`config.mk`:
```
export PLATFORM = sky130hd
export DESIGN_NAME = pause_frame_req
export DESIGN_NICKNAME = d
export VERILOG_FILES = /design/src/rtl/pause_pkg.sv /design/src/rtl/rxq_occ_counter.sv /design/src/rtl/pause_state.sv /design/src/rtl/pause_req_hs.sv /design/src/rtl/pause_frame_req.sv
export SDC_FILE = /design/constraint.sdc
export NUM_CORES = 1
export LEC_CHECK = 0
export CORE_AREA = 2 2 112 125
export DETAILED_ROUTE_END_ITERATION = 10
export DIE_AREA = 0 0 114 127
export PLACE_DENSITY_LB_ADDON = 0.08
export SLEW_MARGIN = 40
export SYNTH_ARGS = -nofsm -noshare
export SYNTH_HDL_FRONTEND = slang
export SYNTH_HIERARCHICAL = 1
export SYNTH_SLANG_ARGS = --single-unit
```
`constraint.sdc`:
```
create_clock -name clk_i -period 3.8 [get_ports clk_i]
set_input_delay 0.57 -clock clk_i [delete_from_list [all_inputs] [get_ports clk_i]]
set_output_delay 0.57 -clock clk_i [all_outputs]
set_load 0.02 [all_outputs]
```
`src/rtl/pause_pkg.sv`:
```
package pause_pkg;
  localparam int QW = 16;
  localparam logic [QW-1:0] QUANTA_STOP  = 16'hFFFF;
  localparam logic [QW-1:0] QUANTA_START = 16'h0000;
endpackage

```
`src/rtl/rxq_occ_counter.sv`:
```
module rxq_occ_counter #(
  parameter int CNT_W = 12
) (
  input  logic             clk_i,
  input  logic             rst_ni,
  input  logic             push_i,
  input  logic             pop_i,
  output logic [CNT_W-1:0] occ_o
);
  localparam logic [CNT_W-1:0] OCC_MAX = '1;

  logic [CNT_W-1:0] occ_q;
  logic             inc, dec;

  assign inc = push_i && !pop_i && (occ_q != OCC_MAX);
  assign dec = pop_i && !push_i && (occ_q != '0);

  always_ff @(posedge clk_i or negedge rst_ni) begin
    if (!rst_ni)  occ_q <= '0;
    else if (inc) occ_q <= occ_q + 1'b1;
    else if (dec) occ_q <= occ_q - 1'b1;
  end

  assign occ_o = occ_q;
endmodule

```
`src/rtl/pause_state.sv`:
```
module pause_state #(
  parameter int CNT_W = 12,
  parameter int REF_W = 16
) (
  input  logic             clk_i,
  input  logic             rst_ni,
  input  logic [CNT_W-1:0] occ_i,
  input  logic [CNT_W-1:0] hi_i,
  input  logic [CNT_W-1:0] lo_i,
  input  logic [REF_W-1:0] refresh_i,
  output logic             stop_o,
  output logic             start_o
);
  logic             paused_q;
  logic [REF_W-1:0] tmr_q;
  logic             en, first_stop, refr;

  assign en         = lo_i < hi_i;
  assign first_stop = en && !paused_q && (occ_i >= hi_i);
  assign start_o    = en && paused_q && (occ_i < lo_i);
  // refresh fires refresh_i cycles after the previous stop request
  assign refr       = en && paused_q && !start_o && (refresh_i != '0) &&
                      (tmr_q == refresh_i - 1'b1);
  assign stop_o     = first_stop || refr;

  always_ff @(posedge clk_i or negedge rst_ni) begin
    if (!rst_ni) begin
      paused_q <= 1'b0;
      tmr_q    <= '0;
    end else if (!en) begin
      paused_q <= 1'b0;
      tmr_q    <= '0;
    end else if (stop_o) begin
      paused_q <= 1'b1;
      tmr_q    <= '0;
    end else if (start_o) begin
      paused_q <= 1'b0;
      tmr_q    <= '0;
    end else if (paused_q) begin
      tmr_q    <= tmr_q + 1'b1;
    end
  end
endmodule

```
`src/rtl/pause_req_hs.sv`:
```
module pause_req_hs
  import pause_pkg::*;
(
  input  logic          clk_i,
  input  logic          rst_ni,
  input  logic          stop_i,
  input  logic          start_i,
  input  logic          ack_i,
  output logic          req_o,
  output logic [QW-1:0] quanta_o
);
  logic          req_q;
  logic [QW-1:0] quanta_q;

  always_ff @(posedge clk_i or negedge rst_ni) begin
    if (!rst_ni) begin
      req_q    <= 1'b0;
      quanta_q <= QUANTA_START;
    end else if (stop_i) begin
      req_q    <= 1'b1;
      quanta_q <= QUANTA_STOP;
    end else if (start_i) begin
      req_q    <= 1'b1;
      quanta_q <= QUANTA_START;
    end else if (ack_i) begin
      req_q    <= 1'b0;
    end
  end

  assign req_o    = req_q;
  assign quanta_o = quanta_q;
endmodule

```
`src/rtl/pause_frame_req.sv`:
```
module pause_frame_req
  import pause_pkg::*;
#(
  parameter int CNT_W = 12,
  parameter int REF_W = 16
) (
  input  logic             clk_i,
  input  logic             rst_ni,
  input  logic             cfg_we_i,
  input  logic [CNT_W-1:0] cfg_hi_i,
  input  logic [CNT_W-1:0] cfg_lo_i,
  input  logic [REF_W-1:0] cfg_refresh_i,
  input  logic             push_i,
  input  logic             pop_i,
  input  logic             ack_i,
  output logic             req_o,
  output logic [QW-1:0]    quanta_o,
  output logic [CNT_W-1:0] occ_o
);
  logic [CNT_W-1:0] hi_q, lo_q;
  logic [REF_W-1:0] ref_q;
  logic             stop, start;

  always_ff @(posedge clk_i or negedge rst_ni) begin
    if (!rst_ni) begin
      hi_q  <= '0;
      lo_q  <= '0;
      ref_q <= '0;
    end else if (cfg_we_i) begin
      hi_q  <= cfg_hi_i;
      lo_q  <= cfg_lo_i;
      ref_q <= cfg_refresh_i;
    end
  end

  rxq_occ_counter #(.CNT_W(CNT_W)) u_occ (
    .clk_i (clk_i),
    .rst_ni(rst_ni),
    .push_i(push_i),
    .pop_i (pop_i),
    .occ_o (occ_o)
  );

  pause_state #(.CNT_W(CNT_W), .REF_W(REF_W)) u_state (
    .clk_i    (clk_i),
    .rst_ni   (rst_ni),
    .occ_i    (occ_o),
    .hi_i     (hi_q),
    .lo_i     (lo_q),
    .refresh_i(ref_q),
    .stop_o   (stop),
    .start_o  (start)
  );

  pause_req_hs u_hs (
    .clk_i   (clk_i),
    .rst_ni  (rst_ni),
    .stop_i  (stop),
    .start_i (start),
    .ack_i   (ack_i),
    .req_o   (req_o),
    .quanta_o(quanta_o)
  );
endmodule

```
Word level (Yosys, flattened, before mapping)
Cells that the tools add are included.

Output and inout port bits: 29. Register bits: 86.

Muxes and demuxes: 14. Add/subtract/negate cells: 4. Order comparisons: 3. Equality and inequality tests: 4. Reductions and logical operators: 21.

Operator list (count): 16-bit 2-to-1 mux (6); 12-bit < comparator (2); 12-bit 2-to-1 mux (2); 16-bit by 1-bit adder with 16-bit output, second input constant (1); 16-bit equality test (1); 16-bit nonzero test (1); 16-bit by 1-bit subtractor with 16-bit output, second input constant (1); 12-bit by 1-bit adder with 12-bit output, second input constant (1); 12-bit >= comparator (1); 12-bit != test, second input constant (1); 12-bit nonzero test (1); 12-bit by 1-bit subtractor with 12-bit output, second input constant (1); 1-bit logical AND (11); 1-bit 2-to-1 mux (6); 1-bit logical NOT (4); 4-bit by 2-bit != test with 1-bit output, second input constant (1); 2-bit nonzero test (2); 3-bit by 2-bit != test with 1-bit output, second input constant (1); 3-bit nonzero test (1); 1-bit logical OR (1).

Longest topological paths before layout
Gate-level depths: netlist (run 1).

Depth after elaboration: 10. Depth in mapped cells: 14.

Modules after synthesis
The synthesis (run 1) kept the hierarchy.

Modules (own cells, without submodules): pause_state (area an instance 2429.8 um2, cells each 317, instances 1); pause_frame_req (area an instance 1496.4 um2, cells each 84, instances 1); rxq_occ_counter (area an instance 1048.5 um2, cells each 119, instances 1); pause_req_hs (area an instance 186.4 um2, cells each 22, instances 1).

Least setup slack after synthesis (run 1)
OpenSTA, ideal clock, no wires.

Path kind: register to register. Start point: register ref_q[0]. End point: register u_hs.req_q (netlist: u_hs/req_o). Arrival: 2904 ps. Cell stages (with the launch flop): 15. Period minus slack after synthesis: 2987 ps. Buffers on the path: 3. Data required time: 3717 ps. Slack: 813 ps. Cells stage by stage: dfrtp_1 > inv_1 > ha_1 > clkbuf_1 > nor2b_1 > nand2_1 > o21ai_0 > nand4_1 > or4_1 > or4_1 > buf_6 > buf_8 > o21ai_0 > nor2_1 > o21ai_0.

Longest elaborated chain between the ends: 5. Elaborated cells on any way between the ends: 8.

Ends and longest elaborated chain: from (decl) (line pause_frame_req.sv:21) `logic [REF_W-1:0] ref_q;`; from (signal assigned) (line pause_frame_req.sv:32) `ref_q <= cfg_refresh_i;`; 16-bit by 1-bit subtractor with 16-bit output / 16-bit nonzero test (equally long branches) (line pause_state.sv:23, pause_state.sv:22); 16-bit equality test / 1-bit logical AND (equally long branches) (line pause_state.sv:23, pause_state.sv:22); 1-bit logical AND * (line pause_state.sv:22) `assign refr = en && paused_q && !start_o && (refresh_i != '0) &&`; 1-bit logical OR * (line pause_state.sv:24) `assign stop_o = first_stop || refr;`; via stop (line pause_frame_req.sv:22) `logic stop, start;`; 3-bit nonzero test (no line) / 1-bit 2-to-1 mux (equally long branches); to (signal assigned) (line pause_req_hs.sv:17) `req_q <= 1'b0;`; to (signal assigned) (line pause_req_hs.sv:20) `req_q <= 1'b1;`; to (signal assigned) (line pause_req_hs.sv:23) `req_q <= 1'b1;`; to (decl) (line pause_req_hs.sv:12) `logic req_q;`.

Mark *: on every way through the listed nets, which the timed path passes. The rest lies on a longest branch. A chain may end at the register's enable or synchronous reset.

Final worst setup path (run 1)
Start point: register ref_q[0]. End point: register u_state.tmr_q[9].

Longest elaborated chain between the ends: 6. Elaborated cells on any way between the ends: 9.

Ends and longest elaborated chain: 16-bit by 1-bit subtractor with 16-bit output / 16-bit nonzero test (equally long branches) (line pause_state.sv:23, pause_state.sv:22); 16-bit equality test / 1-bit logical AND (equally long branches) (line pause_state.sv:23, pause_state.sv:22); 1-bit logical AND * (line pause_state.sv:22); 1-bit logical OR * (line pause_state.sv:24); 16-bit 2-to-1 mux (line pause_state.sv:33) `end else if (stop_o) begin`; 16-bit 2-to-1 mux (line pause_state.sv:30) `end else if (!en) begin`; to (signal assigned) (line pause_state.sv:40) `tmr_q <= tmr_q + 1'b1;`; to (decl) (line pause_state.sv:15) `logic [REF_W-1:0] tmr_q;`.

Every way passes the cells marked *; elsewhere a longest branch is shown, timed or not.

==> results.cfg, run 1 <==
[power]
p_clk_share_pct = 22.7
ir_worst_vdd_v = 0.000365
cellLeakagePower_nw = 2.67
power.density_mw_per_mm2 = 610
switching_power_w = 0.00152
combPwrFrac_pct = 47.9
intPower_w = 0.00225
switching_share_pct = 40.4
p_seq_share_pct = 29.5
power.total_w = 0.00377

[detailed_routing]
drc_errors = 0
totalWireLength_microns = 13400
num_vias = 4265
ant_nets = 0
wire_per_inst_microns = 17.5
vias_per_cell = 5.59
first_iter_violations = 115
dr.pass1.iters = 4

[worst_setup_path]
startpoint = ref_q[0]
critPathRequiredTime_ps = 4010
reg2reg_from = ref_q[0]
cp_num_buf_inv = 2
critPathMaxStageDelay_ps = 670
startpoint_type = flip-flop
path_max_fanout = 11
slowest_stage = or4_1
endpoint_kind = flip-flop
crit_top_cell = or4_1
crit_chain = inv_1 > ha_1 > nor2b_1 > nand2_1 > o21ai_0 > nand4_1 > or4_1 > or4_1 > buf_4 > a31oi_1 > mux2i_1
critPathKind = reg -> reg
cp.arrival_ps = 3630
critPathTopFamily = simple AND/OR/NAND/NOR gates

[die]
die_y_microns = 127
ios = 75
start_util_pct = 39.4
die_w_microns = 114
die-area_sq_mm = 0.0145
coreArea_sq_mm = 0.0131
rows = 44

[timing]
slew_headroom_pct = 47.8
fin_crit_ps = 3420
skew_ps = 6.28
setup_tns_ps = 0
worstMarginPinSlew_ps = 781
maxSlewViolCount = 0
rsz0062_at_grt = false
whs_ps = 259
setup_violations = 0
fmax_mhz = 293
fin_ws_ps = 382
hold_violations = 0
fin_crit_sh_pct = 89.9

[grt]
grt_remaining_overflow = 0
first_global_vias = 4401
grt_max_degree = 72
grt_antenna_before_repair = 0
grtUsageTotal_pct = 19.5
grt_pass1_wl_microns = 22100

[yosys]
synthFlopType = dfrtp_1
ys_types = 57
synth_seq_cells = 71
yosysWarnings = 6
ys_seq_area_share_pct = 34.4
synth_cells = 542
synth_area_per_cell_sq_um = 9.52
async_flop_share_pct = 100
synth_edf_count = 0
synth.cell_area_sq_mm = 0.00516
synth_fp_nets = 636

[placement]
dp_hpwl_microns = 9870
pre_cts_ws_ps = 423
gp_congestion = 0.881
portBuffers = 74
placed_area_sq_mm = 0.00589

[clock_tree]
clk_latency_ps = 340
cts_resized = 0
tritoncts = yes
root_buffer = clkbuf_16
h-tree-depth = 3
cts.sinks = 71
cts_buffer_depth = 2
numCtsBuffers = 9
clkTransAtPathRegs_ps = 50
postCtsSetupRepairBufs = 0
postCtsHoldBufs = 0

[run_status]
status = completed

[layout]
antennaDiodeCount = 0
drive_gt1_share_pct = 12.3
nets = 691
final_cell_mix = clkdlybuf4s50_1 (72), dfrtp_1 (71), ha_1 (47)
layout_commonest_cell = clkdlybuf4s50_1
final_area_sq_mm = 0.00618
area_growth_pct = 19.8

[hold_path]
hp-class = in -> async

[flow_run]
drv_cap = 0
[layout make-up]
cell class / instances / area, sq um
inverter: 38 / 143
clock buffer: 12 / 246
fill: 1270 / 6920
tap: 161 / 201
timing repair buffer: 79 / 777
sequential: 71 / 1780
clock inverter: 4 / 45.0
multi-input combinational: 398 / 2990
[routing by layer]
layer,track usage (%),part of all wire [%],up-vias
met4,6.46,1.5,0
met1,22.3,42,2102
met2,36.0,53,76
met3,3.98,3.2,15
li1,-,-,2072
met5,0,0,-
[cells in the mapped netlist (3+ instances only)]
cell       n  area, sq um
buf_4     15          113
xnor2_1   13          114
nor2b_1    5         31.3
and3_1     7         43.8
o21ai_0   29          145
mux2i_1    7         70.1
ha_1      47          588
a31oi_1   12         75.1
nand4b_1   3         26.3
a21o_1    17          128
nor4_1     8         50.1
nand4_1   13         81.3
buf_6      7         78.8
or2_2      3         18.8
nand3b_1   5         37.5
xor2_1    14          123
nand2b_1   4         25.0
a211oi_1   6         45.0
nor2_1    31          116
nand3_1   21          105
inv_1     38          143
and4_1     3         26.3
mux2_2    43          484
nand2_1   34          128
o211ai_1   7         52.6
dfrtp_1   71         1780
a21oi_1   18         90.1
clkbuf_1  11         41.3
nor3_1    16         80.1
[worst paths after layout]
kind,slack (ps),cells past startpoint,to
setup / recovery,380,11,u_state/tmr_q[9]
hold / removal,260,1,u_state/tmr_q[6]
setup reg to reg,380,11,u_state/tmr_q[9]
hold reg to reg,510,1,hi_q[6]
max in group asynchronous,3080,1,ref_q[13]
min in group clk_i,510,1,hi_q[6]
[stage by stage]
step	util, %	cells
CTS	47.2	763
floorplan	-	542
detailed placement	44.9	747
finish	47.2	763
global route	47.2	763
global placement	44.9	747
[power groups by stage]
stage / clock network, W / logic, W / registers (W)
final: 0.000854 / 0.00180 / 0.00111
after global routing: 0.000916 / 0.00200 / 0.00114
after CTS: 0.000877 / 0.00181 / 0.00112
after detailed placement: 0 / 0.00179 / 0.00113
after global placement: 0 / 0.00176 / 0.00112
after floorplan: 0 / 0.00117 / 0.00115
[cell families (layout without fill, tap and decap cells)]
| family | Yosys count | after routing | synth area share [%] |
|---|---|---|---|
| AO/OA/AOI/OAI | 112 | 112 | 14.7 |
| XOR/XNOR | 27 | 27 | 4.58 |
| adder cells (fa/ha/maj) | 48 | 48 | 11.8 |
| buffers and inverters | 73 | 133 | 7.66 |
| flip-flops | 71 | 71 | 34.4 |
| multiplexers | 50 | 50 | 10.7 |
| AND/OR/NAND/NOR | 161 | 161 | 16.1 |
[state kept, by name, indices dropped and copies added (netlist names)]
signal            cells
ref_q                16
u_state/tmr_q        16
hi_q                 12
lo_q                 12
u_occ/occ_o          12
u_hs/quanta_o         1
u_hs/req_o            1
u_state/paused_q      1
[worst register-to-register path, stage by stage (launching register included)]
cell	delay, ps
dfrtp_1	420
inv_1	100
ha_1	400
nor2b_1	330
nand2_1	110
o21ai_0	210
nand4_1	110
or4_1	390
or4_1	670
buf_4	260
a31oi_1	190
mux2i_1	100
Note: power is estimated with default switching activity, not from simulation.
==> run 2, diff against run 1 <==
CTS_CLUSTER_SIZE = 10   (was default)
==> results of run 2 <==
Same layout as run 1: the final DEF is identical, and so are final timing and power.
==> run 3, diff against run 2 <==
SETUP_SLACK_MARGIN = 0.02   (was default)
==> results of run 3 <==
Same layout as run 1: the final DEF is identical, and so are final timing and power.
